## src/rtl/pair_pkg.sv

```systemverilog
package pair_pkg;
   localparam int CLS_W = 2;

   typedef enum logic [CLS_W-1:0] {
      CLS_INT = 2'd0,
      CLS_MEM = 2'd1,
      CLS_FP  = 2'd2,
      CLS_RSV = 2'd3
   } op_class_e;
endpackage

```

## src/rtl/pair_class_norm.sv

```systemverilog
module pair_class_norm
   import pair_pkg::*;
(
   input  logic [CLS_W-1:0] cls_in,
   input  logic             br_in,
   output logic [CLS_W-1:0] cls_eff
);
   // A branch is an integer-class operation regardless of the encoded class.
   always_comb begin
      cls_eff = br_in ? CLS_INT : cls_in;
   end
endmodule

```

## src/rtl/pair_class_rule.sv

```systemverilog
module pair_class_rule
   import pair_pkg::*;
#(
   parameter bit ALLOW_INT_PAIR = 1'b1
) (
   input  logic [CLS_W-1:0] cls_a,
   input  logic [CLS_W-1:0] cls_b,
   output logic             class_ok
);
   logic rsv_seen;
   logic differ;
   logic both_int;

   always_comb begin
      rsv_seen = (cls_a == CLS_RSV) || (cls_b == CLS_RSV);
      differ   = (cls_a != cls_b);
      both_int = (cls_a == CLS_INT) && (cls_b == CLS_INT);
   end

   generate
      if (ALLOW_INT_PAIR) begin : g_int_pair
         always_comb class_ok = !rsv_seen && (differ || both_int);
      end else begin : g_no_int_pair
         always_comb class_ok = !rsv_seen && differ;
      end
   endgenerate
endmodule

```

## src/rtl/pair_boundary_rule.sv

```systemverilog
module pair_boundary_rule
   import pair_pkg::*;
(
   input  logic             b_xing,
   input  logic [CLS_W-1:0] b_cls_eff,
   output logic             cross_ok
);
   // Only a floating-point younger slot may straddle a line or page edge.
   always_comb begin
      cross_ok = !b_xing || (b_cls_eff == CLS_FP);
   end
endmodule

```

## src/rtl/pair_dest_merge.sv

```systemverilog
module pair_dest_merge #(
   parameter int REG_W = 5
) (
   input  logic             pair_go,
   input  logic             a_wr,
   input  logic             b_wr,
   input  logic [REG_W-1:0] a_dst,
   input  logic [REG_W-1:0] b_dst,
   output logic             first_wr_drop
);
   logic same_dst;

   always_comb begin
      same_dst      = (a_dst == b_dst);
      first_wr_drop = pair_go && a_wr && b_wr && same_dst;
   end
endmodule

```

## src/rtl/dual_issue_pair.sv

```systemverilog
module dual_issue_pair
   import pair_pkg::*;
#(
   parameter int REG_W          = 5,
   parameter bit ALLOW_INT_PAIR = 1'b1
) (
   input  logic             a_vld,
   input  logic [1:0]       a_cls,
   input  logic             a_br,
   input  logic             a_wr,
   input  logic [REG_W-1:0] a_dst,
   input  logic             b_vld,
   input  logic [1:0]       b_cls,
   input  logic             b_br,
   input  logic             b_xing,
   input  logic             b_wr,
   input  logic [REG_W-1:0] b_dst,
   output logic             issue_both,
   output logic             issue_first_only,
   output logic             first_wr_drop
);
   localparam int SLOTS = 2;

   generate
      if (REG_W < 1 || REG_W > 8) begin : g_bad_reg_w
         $error("dual_issue_pair: REG_W must be in 1..8");
      end
   endgenerate

   logic [CLS_W-1:0] cls_raw [SLOTS];
   logic             br_raw  [SLOTS];
   logic [CLS_W-1:0] cls_eff [SLOTS];

   always_comb begin
      cls_raw[0] = a_cls;
      cls_raw[1] = b_cls;
      br_raw[0]  = a_br;
      br_raw[1]  = b_br;
   end

   generate
      for (genvar s = 0; s < SLOTS; s++) begin : g_norm
         pair_class_norm u_norm (
            .cls_in  (cls_raw[s]),
            .br_in   (br_raw[s]),
            .cls_eff (cls_eff[s])
         );
      end
   endgenerate

   logic class_ok;
   logic cross_ok;
   logic pair_go;

   pair_class_rule #(.ALLOW_INT_PAIR(ALLOW_INT_PAIR)) u_class (
      .cls_a    (cls_eff[0]),
      .cls_b    (cls_eff[1]),
      .class_ok (class_ok)
   );

   pair_boundary_rule u_bound (
      .b_xing    (b_xing),
      .b_cls_eff (cls_eff[1]),
      .cross_ok  (cross_ok)
   );

   always_comb begin
      pair_go          = a_vld && b_vld && !a_br && class_ok && cross_ok;
      issue_both       = pair_go;
      issue_first_only = a_vld && !pair_go;
   end

   pair_dest_merge #(.REG_W(REG_W)) u_dest (
      .pair_go       (pair_go),
      .a_wr          (a_wr),
      .b_wr          (b_wr),
      .a_dst         (a_dst),
      .b_dst         (b_dst),
      .first_wr_drop (first_wr_drop)
   );
endmodule

```

## config.mk

```make
export PLATFORM = sky130hd
export DESIGN_NAME = dual_issue_pair
export DESIGN_NICKNAME = d
export VERILOG_FILES = /design/src/rtl/pair_pkg.sv /design/src/rtl/pair_class_norm.sv /design/src/rtl/pair_class_rule.sv /design/src/rtl/pair_boundary_rule.sv /design/src/rtl/pair_dest_merge.sv /design/src/rtl/dual_issue_pair.sv
export SDC_FILE = /design/constraint.sdc
export NUM_CORES = 1
export LEC_CHECK = 0
export BUFFER_PORTS_ARGS = -buffer_cell sky130_fd_sc_hd__buf_4
export CAP_MARGIN = 15
export CORE_AREA = 4 4 41 43
export DETAILED_ROUTE_END_ITERATION = 12
export DIE_AREA = 0 0 45 47
export PLACE_DENSITY = 0.46
export SYNTH_ARGS = -nofsm -noshare
export SYNTH_HDL_FRONTEND = slang
export SYNTH_SLANG_ARGS = --single-unit
```

## constraint.sdc

```tcl
create_clock -name vclk -period 1.22
set_clock_uncertainty 0.1 [all_clocks]
set_input_delay 0.183 -clock vclk [all_inputs]
set_output_delay 0.183 -clock vclk [all_outputs]
set_load 0.01 [all_outputs]
```

==> results.yml, run 1 <==
outcome:
  run_status: "complete, no violations"
sta:
  post-route-min-period_ns: 1.198
  holdWs_ns: 0.5698
  pin_slew_with_the_least_headroom_to_its_limit_ns: 0.2060
  max-slew-margin-rel_pct: 86.27
  min_period_over_period_pct: 98.20
  fmax_ghz: 0.8347
  final_number_of_hold_violating_endpoints: 0
  finalSetupViolCount: 0
  slew_violations: 0
  setup_repair_after_global_routing_missed_its_margin: "true"
worst_setup_path:
  worstSetupPathType: "in2out"
  crit_path_leading_delay_family: "compound AO/OA/AOI/OAI gates"
  path_max_fanout: 3
  path_cells: "buf_6 -> nor3b_4 -> o22ai_2 -> o21a_1 -> buf_6"
  crit_cells: 5
  startpoint_type: "input pin"
  crit_start: "b_br"
  critical_path.max_stage_delay_ns: 0.21
  critical-path-slowest-cell: "o21a_1"
  critical_path_arrival_ns: 0.92
  worstPathBufferInverterCount: 2
  endpoint: "issue_first_only"
  critical-path-top-cell-by-count: "buf_6"
  crit_required_ns: 0.94
  end_kind: "output pin"
yosys:
  synth-adder-area-share_pct: 0
  synth.cell_area_um2: 132.6
  sequential_element_share_of_the_synthesized_area_pct: 0
  postSynthAreaPerCell_um2: 8.289
  post_synth_mux_area_share_pct: 0
  synthesis.instances: 16
  synth_xor_area_share_pct: 33.02
  synth-compound-area-share_pct: 28.30
  ys_types: 12
  syn_nets: 37
  ys_warn_count: 0
  synth_top_family_by_area: "simple AND/OR/NAND/NOR gates"
  synth_simple_gate_area_share_pct: 35.85
cells_and_area:
  diodes: 0
  post_route_cells_drive_above_1_share_pct: 85.00
  nClkBuffers: 0
  fin_cells: 55
  ff_latch_area_um2: 0
  flops_and_latches: 0
  final_design_area_no_fill_um2: 415.4
  final_util_pct: 31.92
  final_net_count: 63
  areaGrowthSynthToFinish_pct: 213.2
floorplan:
  die_x_um: 45
  placementRows: 13
  die_h_um: 47
  boundaryPins: 24
  design.core.area_um2: 1301
  die_area_um2: 2115
  floorplan.initialDensity_pct: 10.19
route:
  num_vias: 216
  drt_iter0_drc: 0
  avgViaCountPerCell: 3.927
  first_pass_iters: 1
  wl_per_cell_um: 9.582
  drt-total-wl_um: 527
  detail-route-antenna-nets: 0
  detail_route.drc_violations: 0
worst_hold_path:
  hold_path_class: "in2out"
  worst_hold_startpoint: "a_vld"
place:
  dp.cells: 55
  number_of_buffers_added_on_ports: 24
  dpl.hpwl_um: 446.3
  placed_cell_area_um2: 331.6
  routabilityCongestion: 0.5540
global_routing:
  global_route_wire_length_before_repair_um: 669
  grt_max_degree: 4
  track_usage_pct: 3.937
  first_global_vias: 188
  antenna_found_initial: 0
  overflow: 0
pwr:
  power.density_cell_area_nw_per_um2: 314.7
  leak_nw: 0.1968
  peakVddDrop_v: 0.00009623
clocking:
  cts_hold_buf: 0
  post-cts-setup-buffer-count: 0
run:
  timing.max_cap.violations: 0
## per-layer routing
layer  vias to the layer above  global-route usage [%]  wire (um)
li1                        108                       -          -
met1                        94                   3.829        154
met2                        14                   8.757        261
met3                         0                  0.7663        110
met4                         0                       0          0
met5                         -                       0          0
## final cells by class
type,instances,area (um2)
repair buffers,24,214.0
multi-input cells,15,178.9
fillers,149,885.9
well taps,15,18.77
inverters,1,3.754
## worst min-delay path by stage
stage | endpoint | slack [ns] | cells after the start
detailed placement | issue_first_only | 0.57 | 3
CTS | issue_first_only | 0.57 | 3
finish | issue_first_only | 0.57 | 3
global placement | issue_first_only | 0.58 | 3
global route | issue_first_only | 0.59 | 3
floorplan | first_wr_drop | 0.38 | 2
## synthesized netlist by cell type
cell type / number / area [um2]
a21boi_2: 1 / 11.26
inv_1: 1 / 3.750
nand3_1: 1 / 5.000
nand3b_1: 1 / 7.510
nand4_1: 1 / 6.260
nor2_1: 1 / 3.750
nor3b_2: 1 / 12.51
nor4_2: 1 / 12.51
o21a_1: 1 / 7.510
o22ai_1: 1 / 6.260
o22ai_2: 1 / 12.51
xnor2_1: 5 / 43.79
## logic make-up after synthesis
group	Yosys count
AOI/OAI and AO/OA	4
and+or+nand+nor	6
xor gates and xnor gates	5
buffers and inverters	1
## cells in the final DEF (no fill, tap or decap)
master / n
nor4_2: 1
xnor2_2: 5
a21boi_2: 1
nor3b_4: 1
nor2_1: 1
o21a_1: 1
inv_1: 1
nand3_1: 1
buf_6: 9
nand3b_1: 1
buf_4: 15
nand4_1: 1
o22ai_2: 2
## report_power, final
group | total, mW | leakage [nW] | internal (mW) | switching [mW]
clock network | 0 | 0 | 0 | 0
registers | 0 | 0 | 0 | 0
logic | 0.131 | 0.197 | 0.0905 | 0.0403
## what timing repair did
action                     CTS  global route
resized for setup           10             6
setup endpoints to repair    1             2
pin swaps                   10             3
## through the flow
stage	power [mW]	setup TNS [ns]	worst slack, ns
2_1_floorplan	0.03544	0	0.1212
3_3_place_gp	0.09944	-0.07522	-0.07522
3_5_place_dp	0.09974	-0.08170	-0.08170
4_1_cts	0.1219	0	0.002322
5_1_grt	0.1381	-0.05297	-0.04482
6_report	0.1307	0	0.02196
## tightest hold or removal path, delay by kind of cell
| family | cells | cell delay, ns |
|---|---|---|
| buffers and inverters | 2 | 0.18 |
| AO/OA/AOI/OAI | 1 | 0.12 |
Note: power is estimated with default switching activity, not from simulation.
==> run 2, diff against run 1 <==
--- a/config.mk
+++ b/config.mk
@@ -7,9 +7,10 @@
 export LEC_CHECK = 0
 export BUFFER_PORTS_ARGS = -buffer_cell sky130_fd_sc_hd__buf_4
 export CAP_MARGIN = 15
-export CORE_AREA = 4 4 41 43
+export CORE_AREA = 2 2 39 41
 export DETAILED_ROUTE_END_ITERATION = 12
-export DIE_AREA = 0 0 45 47
+export DIE_AREA = 0 0 41 43
+export GPL_TIMING_DRIVEN = 0
 export PLACE_DENSITY = 0.46
 export SYNTH_ARGS = -nofsm -noshare
 export SYNTH_HDL_FRONTEND = slang
==> results.yml, run 2 (same netlist as run 1, synthesis figures left out) <==
pwr:
  leak_nw: 0.1888
  power.density_cell_area_nw_per_um2: 313.9
  peakVddDrop_v: 0.00008014
route:
  wl_per_cell_um: 8.304
  detail-route-antenna-nets: 0
  first_pass_iters: 1
  num_vias: 213
  drt_iter0_drc: 0
  avgViaCountPerCell: 3.804
  drt-total-wl_um: 465
  detail_route.drc_violations: 0
outcome:
  run_status: "complete, no violations"
sta:
  post-route-min-period_ns: 1.215
  fmax_ghz: 0.8233
  finalSetupViolCount: 0
  final_number_of_hold_violating_endpoints: 0
  pin_slew_with_the_least_headroom_to_its_limit_ns: 0.2013
  slew_violations: 0
  min_period_over_period_pct: 99.56
  setup_repair_after_global_routing_missed_its_margin: "true"
  max-slew-margin-rel_pct: 86.58
worst_setup_path:
  crit_required_ns: 0.94
  startpoint_type: "input pin"
  path_max_fanout: 1
  critical_path_arrival_ns: 0.93
  worstSetupPathType: "in2out"
  end_kind: "output pin"
clocking:
  post-cts-setup-buffer-count: 0
  cts_hold_buf: 0
global_routing:
  grt_max_degree: 4
  overflow: 0
  track_usage_pct: 4.396
  global_route_wire_length_before_repair_um: 572
  antenna_found_initial: 0
  first_global_vias: 157
cells_and_area:
  final_cell_mix: "buf_4, xnor2_2, buf_6"
  final_net_count: 63
  post_route_cells_drive_above_1_share_pct: 85.00
  diodes: 0
  final_util_pct: 28.66
  fin_cells: 56
  layout_commonest_cell: "buf_4"
  areaGrowthSynthToFinish_pct: 199.1
  final_design_area_no_fill_um2: 396.6
  nClkBuffers: 0
  ff_latch_area_um2: 0
  flops_and_latches: 0
floorplan:
  boundaryPins: 24
  design.core.area_um2: 1384
  die_h_um: 43
  placementRows: 14
  floorplan.initialDensity_pct: 9.584
  die_x_um: 41
  die_area_um2: 1763
worst_hold_path:
  hold_path_class: "in2out"
run:
  timing.max_cap.violations: 0
place:
  number_of_buffers_added_on_ports: 24
  placed_cell_area_um2: 332.8
  dp.cells: 56
  routabilityCongestion: 0.4590
  dpl.hpwl_um: 384.8
run 2: changes by cell type in the layout (fill, tap and decap cells not counted):
cell and delta:
nand3_2 +1, buf_4 +5, o22ai_2 -1, buf_6 -5, o22ai_1 +1, nand3_1 -1
run 2: path summary, 6_finish.rpt:
check / from / to / slack (ns) / cells past startpoint
worst max-delay path: b_dst[3] / first_wr_drop / 0.005 / 5
worst min-delay path: a_vld / issue_first_only / 0.56 / 3
run 2: area by class of cell:
class,instances,area (um2)
Multi-Input combinational cell,15,177.7
Timing Repair Buffer,24,195.2
Inverter,1,3.754
Tap cell,16,20.02
Fill cell,150,987.2
run 2: what timing repair did:
action                                  in CTS  in global routing
cloned                                       0                  0
resized for setup                            8                  3
pin swaps                                    8                  3
endpoints found under the setup margin       1                  2
run 2: layer usage:
layer	GRT usage [%]	vias to the layer above	routed length, um	share of wire (%)
met2	9.375	14	256	55
met4	0	0	0	0
met5	0	-	0	0
met1	4.430	91	142	31
met3	0	0	66	14
li1	-	108	-	-
run 2: worst max-delay path, cell delays in order:
cell and delay, ns:
buf_4 0.12, xnor2_2 0.15, nand3_2 0.08, nor4_2 0.24, buf_4 0.16
run 2: through the flow:
step	setup WS, ns	setup TNS, ns	power [mW]	hold WS [ns]
5_1_grt	-0.06098	-0.1162	0.1330	0.5952
3_5_place_dp	-0.08659	-0.08659	0.09972	0.5591
4_1_cts	-0.01839	-0.02752	0.1198	0.5630
2_1_floorplan	0.1212	0	0.03544	0.3752
6_report	0.005357	0	0.1245	0.5609
3_3_place_gp	-0.07254	-0.07254	0.09926	0.5665
run 2: where the power goes:
part	total (mW)	internal, mW	leakage (nW)	switching (mW)
combinational	0.125	0.0844	0.189	0.0401
sequential	0	0	0	0
clock	0	0	0	0
total	0.125	0.0844	0.189	0.0401
==> run 3, diff against run 2 <==
--- a/config.mk
+++ b/config.mk
@@ -14,4 +14,5 @@
 export PLACE_DENSITY = 0.46
 export SYNTH_ARGS = -nofsm -noshare
 export SYNTH_HDL_FRONTEND = slang
+export SYNTH_HIERARCHICAL = 1
 export SYNTH_SLANG_ARGS = --single-unit
==> constraint.sdc (replaced) <==
create_clock -name vclk -period 1.3
set_clock_uncertainty 0.1 [all_clocks]
set_input_delay 0.195 -clock vclk [all_inputs]
set_output_delay 0.195 -clock vclk [all_outputs]
set_load 0.01 [all_outputs]
==> results.yml, run 3 <==
route:
  topRoutingLayerUsed: "met3"
  wl_per_cell_um: 7.770
  m1WireLength_um: 189
  detail_route.drc_violations: 0
  num_vias: 233
  detail-route-antenna-nets: 0
  wl_met3_um: 102
  first_pass_iters: 3
  drt-total-wl_um: 474
  avgViaCountPerCell: 3.820
  drt_iter0_drc: 2
  wl_met2_um: 182
place:
  routabilityCongestion: 0.5334
  dp.cells: 59
  dpl.hpwl_um: 418.2
  number_of_buffers_added_on_ports: 24
yosys:
  syn_nets: 40
  ys_top_cells_by_count: "nor2b_1, xnor2_1, inv_1"
  synth.cell_area_um2: 140.1
  sequential_element_share_of_the_synthesized_area_pct: 0
  synth.top_cells.by_area: "xnor2_1, nor2b_1, nor4b_2, nor3_2, o21ai_2"
  post-synth-top-area-cell: "xnor2_1"
  synth_top_area_share_pct: 25.00
  ys_types: 12
  postSynthAreaPerCell_um2: 7.375
  ys_warn_count: 6
  synthesis.instances: 19
worst_setup_path:
  startpoint_type: "input pin"
  end_kind: "output pin"
  path_cells: "buf_8 -> nor2b_4 -> inv_2 -> o21ai_2 -> nand2_2 -> nor4b_4 -> nand3_1 -> nor3_2 -> buf_4"
  critical-path-slowest-cell: "nor4b_4"
  worstSetupPathType: "in2out"
  critical_path.max_stage_delay_ns: 0.24
  crit_path_leading_delay_family: "simple AND/OR/NAND/NOR gates"
  crit_required_ns: 1.00
  worstPathBufferInverterCount: 3
  path_max_fanout: 2
  critical_path_arrival_ns: 1.27
sta:
  holdWs_ns: 0.6117
  setup_repair_after_global_routing_missed_its_margin: "true"
  final_number_of_hold_violating_endpoints: 0
  max-slew-margin-rel_pct: 84.75
  pin_slew_with_the_least_headroom_to_its_limit_ns: 0.2278
  finalSetupViolCount: 3
  post-route-min-period_ns: 1.562
  post-route-worst-setup-slack_ns: -0.2622
  setup_total_negative_slack_ns: -0.5319
  fmax_ghz: 0.6401
  min_period_over_period_pct: 120.2
  slew_violations: 0
worst_hold_path:
  endpoint_of_the_worst_hold_path: "issue_first_only"
  worst_hold_startpoint: "a_vld"
  hold-path-cell-count: 3
  hold_path_class: "in2out"
cells_and_area:
  final_util_pct: 30.47
  fin_cells: 61
  layout_commonest_cell: "buf_4"
  layout.filler_cells: 158
  areaGrowthSynthToFinish_pct: 200.9
  flops_and_latches: 0
  post_route_cells_drive_above_1_share_pct: 77.78
  diodes: 0
  ff_latch_area_um2: 0
  final_cell_mix: "buf_4, buf_6, xnor2_1"
  final_net_count: 68
  nClkBuffers: 0
  multi_input_comb_area_um2: 172.7
pwr:
  leak_nw: 0.2035
  power.share.switching_pct: 31.73
  power_report.internal_total_uw: 81.94
  fin_total_pwr_uw: 120.0
  peakVddDrop_v: 0.0001160
  clockPowerShare_pct: 0
  power.share.sequential_pct: 0
  net-switching-power_uw: 38.08
  power_frac_comb_pct: 100.0
  power.density_cell_area_nw_per_um2: 284.6
floorplan:
  die_area_um2: 1763
  die_h_um: 43
  die_x_um: 41
  floorplan.initialDensity_pct: 10.13
  boundaryPins: 24
  placementRows: 14
  design.core.area_um2: 1384
global_routing:
  global_route_wire_length_before_repair_um: 634
  antenna_found_initial: 0
  grt_max_degree: 5
  track_usage_pct: 4.795
  overflow: 0
  first_global_vias: 188
clocking:
  cts_hold_buf: 0
run:
  timing.max_cap.violations: 0
outcome:
  run_status: "finished, violations left"
  failed_checks: "setup timing"
run 3: routing by layer:
layer,vias to the layer above,global-route usage (%)
li1,118,-
met2,24,7.187
met5,-,0
met4,0,0
met3,0,0.5236
met1,91,7.595
run 3: power by group through the flow:
| stage | Clock (mW) | Combinational [mW] | Sequential (mW) |
|---|---|---|---|
| global placement | 0 | 0.0961 | 0 |
| global route | 0 | 0.129 | 0 |
| floorplan | 0 | 0.0359 | 0 |
| finish | 0 | 0.120 | 0 |
| CTS | 0 | 0.119 | 0 |
| detailed placement | 0 | 0.0964 | 0 |
run 3: per-stage QoR:
| step | setup WS [ns] | area, um2 |
|---|---|---|
| after detailed placement | -0.3737 | 349.1 |
| after global routing | -0.3581 | 421.7 |
| after CTS | -0.3292 | 414.1 |
| after global placement | -0.3780 | 349.1 |
| after floorplan | -0.1810 | 148.9 |
| final | -0.2622 | 421.7 |
run 3: what timing repair did:
action	in CTS	in global routing
resized for setup	14	2
endpoints found under the setup margin	3	3
setup buffers	2	0
pin swaps	3	2
run 3: area by class of cell:
type	instances	share of cell area (%)
inverters	2	1.780
multi-input cells	17	40.95
well taps	16	4.748
repair buffers	26	52.52
run 3: logic make-up (layout without fill, tap and decap cells):
logic type	Yosys count	after routing	synth area share, %
compound gates	3	3	16.97
xor+xnor	5	5	31.25
buf+inv	2	28	5.359
simple gates	9	9	46.42
run 3: worst max-delay path by stage:
stage,start,endpoint,cells after the start
after global placement,b_br,first_wr_drop,9
after global routing,b_br,first_wr_drop,9
final,b_br,first_wr_drop,9
after CTS,b_br,first_wr_drop,9
after floorplan,b_cls[1],first_wr_drop,7
after detailed placement,b_br,first_wr_drop,9
run 3: tightest hold or removal path, delay by kind of cell:
family / cells / cell delay [ns]
buffers and inverters: 2 / 0.19
AOI/OAI and AO/OA: 1 / 0.13
